### src/rtl/code_lock_pkg.sv
package code_lock_pkg;
  // Strobes from the level decoder to the permission datapath
  typedef struct packed {
    logic useLatch;      // level >= 1: strap taken from capture
    logic blockTblRead;  // level >= 1
    logic blockProgram;  // level >= 1
    logic blockVerify;   // level >= 2
    logic blockExtExec;  // top level
  } lockStrobe_t;
endpackage

### src/rtl/code_lock_ctl.sv
module code_lock_ctl #(
  parameter int NUM_LOCK_BITS = 3
) (
  input  logic [NUM_LOCK_BITS-1:0] lockBits,
  output code_lock_pkg::lockStrobe_t strobes
);
  localparam int LVL_W = $clog2(NUM_LOCK_BITS + 1);
  localparam int VERIFY_LVL = (NUM_LOCK_BITS >= 2) ? 2 : 1;

  logic [LVL_W-1:0] level;

  // highest programmed bit sets the level, so odd patterns round up
  always_comb begin
    level = '0;
    for (int i = 0; i < NUM_LOCK_BITS; i++) begin
      if (lockBits[i]) level = LVL_W'(i + 1);
    end
  end

  always_comb begin
    strobes.useLatch     = int'(level) >= 1;
    strobes.blockTblRead = int'(level) >= 1;
    strobes.blockProgram = int'(level) >= 1;
    strobes.blockVerify  = int'(level) >= VERIFY_LVL;
    strobes.blockExtExec = int'(level) >= NUM_LOCK_BITS;
  end
endmodule

### src/rtl/code_lock_dp.sv
module code_lock_dp (
  input  logic clk,
  input  logic rstN,
  input  logic extAccessPin,
  input  logic reqTableRead,
  input  logic reqProgram,
  input  logic reqVerify,
  input  code_lock_pkg::lockStrobe_t strobes,
  output logic grantTableRead,
  output logic grantProgram,
  output logic grantVerify,
  output logic extAccessLatched,
  output logic fetchExternal,
  output logic extFetchBlocked,
  output logic strapMismatch
);
  logic strapHeld;
  logic effStrap;
  logic wantExt;

  // capture follows the pin for as long as reset is held
  always_ff @(posedge clk) begin
    if (!rstN) strapHeld <= extAccessPin;
  end

  always_comb begin
    effStrap         = strobes.useLatch ? strapHeld : extAccessPin;
    wantExt          = !effStrap;
    fetchExternal    = wantExt && !strobes.blockExtExec;
    extFetchBlocked  = wantExt && strobes.blockExtExec;
    strapMismatch    = rstN && strobes.useLatch && (strapHeld != extAccessPin);
    grantTableRead   = reqTableRead && !strobes.blockTblRead;
    grantProgram     = reqProgram && !strobes.blockProgram;
    grantVerify      = reqVerify && !strobes.blockVerify;
    extAccessLatched = strapHeld;
  end
endmodule

### src/rtl/code_lock_ctrl.sv
module code_lock_ctrl #(
  parameter int NUM_LOCK_BITS = 3
) (
  input  logic                     clk,
  input  logic                     rstN,
  input  logic [NUM_LOCK_BITS-1:0] lockBits,
  input  logic                     extAccessPin,
  input  logic                     reqTableRead,
  input  logic                     reqProgram,
  input  logic                     reqVerify,
  output logic                     grantTableRead,
  output logic                     grantProgram,
  output logic                     grantVerify,
  output logic                     extAccessLatched,
  output logic                     fetchExternal,
  output logic                     extFetchBlocked,
  output logic                     strapMismatch
);
  code_lock_pkg::lockStrobe_t strobes;

  code_lock_ctl #(.NUM_LOCK_BITS(NUM_LOCK_BITS)) u_ctl (
    .lockBits(lockBits),
    .strobes (strobes)
  );

  code_lock_dp u_dp (
    .clk             (clk),
    .rstN            (rstN),
    .extAccessPin    (extAccessPin),
    .reqTableRead    (reqTableRead),
    .reqProgram      (reqProgram),
    .reqVerify       (reqVerify),
    .strobes         (strobes),
    .grantTableRead  (grantTableRead),
    .grantProgram    (grantProgram),
    .grantVerify     (grantVerify),
    .extAccessLatched(extAccessLatched),
    .fetchExternal   (fetchExternal),
    .extFetchBlocked (extFetchBlocked),
    .strapMismatch   (strapMismatch)
  );
endmodule

### config.mk
export PLATFORM = sky130hd
export DESIGN_NAME = code_lock_ctrl
export DESIGN_NICKNAME = d
export VERILOG_FILES = /design/src/rtl/code_lock_pkg.sv /design/src/rtl/code_lock_ctl.sv /design/src/rtl/code_lock_dp.sv /design/src/rtl/code_lock_ctrl.sv
export SDC_FILE = /design/constraint.sdc
export NUM_CORES = 1
export LEC_CHECK = 0
export ABC_AREA = 1
export BUFFER_PORTS_ARGS = -buffer_cell sky130_fd_sc_hd__buf_2
export CAP_MARGIN = 20
export CORE_AREA = 2 2 39 41
export CTS_BUF_LIST = sky130_fd_sc_hd__clkbuf_4 sky130_fd_sc_hd__clkbuf_8
export CTS_CLUSTER_DIAMETER = 50
export CTS_CLUSTER_SIZE = 24
export DETAILED_ROUTE_END_ITERATION = 10
export DIE_AREA = 0 0 41 43
export HOLD_SLACK_MARGIN = 0.05
export PLACE_DENSITY = 0.33
export SETUP_SLACK_MARGIN = 0.1
export SYNTH_ARGS = -nofsm -noshare
export SYNTH_HDL_FRONTEND = slang
export SYNTH_SLANG_ARGS = --single-unit
### constraint.sdc
create_clock -name clk -period 0.9 [get_ports clk]
set_clock_uncertainty 0.15 [all_clocks]
set_input_delay 0.09 -clock clk [delete_from_list [all_inputs] [get_ports clk]]
set_output_delay 0.09 -clock clk [all_outputs]
set_load 0.01 [all_outputs]
==> impl_metrics.ini <==
[run_status]
status = finished with violations
violations = setup timing

[setup_path]
cp-end-kind = output port
crit_family = flip-flops
critPathKind = reg2out
arrival_ns = 0.81
start_kind = register
path_buf_inv = 1
cp.required_ns = 0.66
crit_fanout = 4
worstPathCellList = a21oi_1, nand2_1, nor2_2, buf_2
cp_slowest_stage_delay_ns = 0.40
cpMaxStageDelayCell = edfxtp_1

[floorplanning]
core_mm2 = 0.00138
die-area_mm2 = 0.00176
ios = 16
initial_core_util = 0.0814
die_h_um = 43
die_x_um = 41
num_rows = 14

[sta]
fin_ws_ns = -0.155
final-max-slew-violation-count = 0
finalCritPeriodShare = 1.17
worstMarginPinSlew_ns = 0.129
holdWs_ns = 0.174
rsz0062_at_grt = yes
setup_viol = 5
hold_violations = 0
fin_crit_ns = 1.05
fmax_mhz = 948
maxSlewHeadroom = 0.914

[pwr]
power_w = 0.000173
power.density_mw_per_mm2 = 583
irDropWorstVdd_v = 0.000155
p_leak_nw = 0.156

[routing]
wire_per_inst_um = 7.96
initialDrtViolationCount = 3
drc = 0
viasPerCell = 3.32
num_vias = 176
wirelength_um = 422
first_pass_iters = 2
ant_nets = 0

[placed_design]
post-place-ws_ns = -0.186
place_area_um2 = 230
portBuffers = 15
gp_congestion = 0.563

[final_layout]
num_antenna_cells = 0
nNetsFinal = 48
syn_to_final_growth_pct = 164
fin_util = 0.215
largest_reg_flops = 1
drive_gt1_frac = 0.703
fill_cells = 167
finish.instance_area_um2 = 298

[synthesis]
syn_nets = 29
synth_fa_ha_area_frac = 0
syn_inst = 20
ys_ff_latch = 1
avgSynthCellArea_um2 = 5.63
synthMuxAreaShare = 0
synth_cell_types = 9
synth_area_um2 = 113
synth_warnings = 0
synth_compound_area_frac = 0.0444
synth_top_family_by_area = simple AND/OR/NAND/NOR gates
synth_xor_area_frac = 0
synth_seq_area_share = 0.267
synth-simple-area-share = 0.522

[clock_network]
cts-hold-fix-buffers = 0
clk_pin_slew_ns = 0
post-cts-setup-buffer-count = 0

[grt]
antenna_found_initial = 0
overflow = 0
grt_util_all_layers = 0.0440
grt_pass1_wl_um = 586
grt_pass1_vias = 155
grt_start_max_net_pins = 5

[worst_hold_path]
worstHoldPathType = in2reg

[flow_run]
drv_cap = 0
==> cells by family (layout without fill, tap and decap cells) <==
| kind of cell | after synthesis | after routing |
|---|---|---|
| AO/OA/AOI/OAI | 1 | 1 |
| buffers and inverters | 5 | 22 |
| flip-flops | 1 | 1 |
| AND/OR/NAND/NOR | 13 | 13 |
==> placed cells by master, fill, tap and decap left out, drive strengths merged <==
cell type / count
buf: 17
edfxtp: 1
nor3b: 1
inv: 5
nand2: 4
a21oi: 1
nor2: 7
nand3: 1
==> through the flow <==
step                      setup TNS (ns)  cells
after floorplan                   -0.280     20
after global placement            -0.632     53
after detailed placement          -0.617     53
after CTS                         -0.446     53
after global routing              -0.686     53
final                             -0.394     53
==> per-layer routing <==
metal,GRT usage,vias up,part of all wire
met1,0.0540,80,0.35
li1,-,93,-
met5,0,-,0
met2,0.0844,3,0.61
met4,0,0,0
met3,0,0,0.043
==> synthesized netlist by cell type <==
| master | number | share of area |
|---|---|---|
| nand3_1 | 1 | 0.044 |
| edfxtp_1 | 1 | 0.27 |
| inv_1 | 5 | 0.17 |
| a21oi_1 | 1 | 0.044 |
| nor2_2 | 1 | 0.056 |
| nor2_1 | 6 | 0.20 |
| nand2_1 | 3 | 0.10 |
| nor3b_1 | 1 | 0.067 |
| nand2_2 | 1 | 0.056 |
==> report_power, final <==
part	total [W]	switching, W	internal, W
clock	0	0	0
combinational	0.000114	0.0000545	0.0000591
sequential	0.0000600	0.00000335	0.0000566
==> path summary, 6_finish.rpt <==
| path | start | end | cells after the start |
|---|---|---|---|
| hold / removal | extAccessPin | u_dp.extAccessLatched | 1 |
| setup / recovery | u_dp.extAccessLatched | strapMismatch | 4 |
==> cell type report <==
cell class	count	area, um^2	area share
flip-flops and latches	1	30.0	0.101
repair buffers	17	130	0.437
inverters	5	18.8	0.0630
well taps	16	20.0	0.0672
multi-input cells	14	98.8	0.332
==> timing repair <==
action / CTS / global route
pin swaps: 5 / 4
resized for setup: 9 / 7
endpoints found under the setup margin: 7 / 7
gates cloned: 0 / 0
No activity file was read; power rests on OpenSTA's default activity.
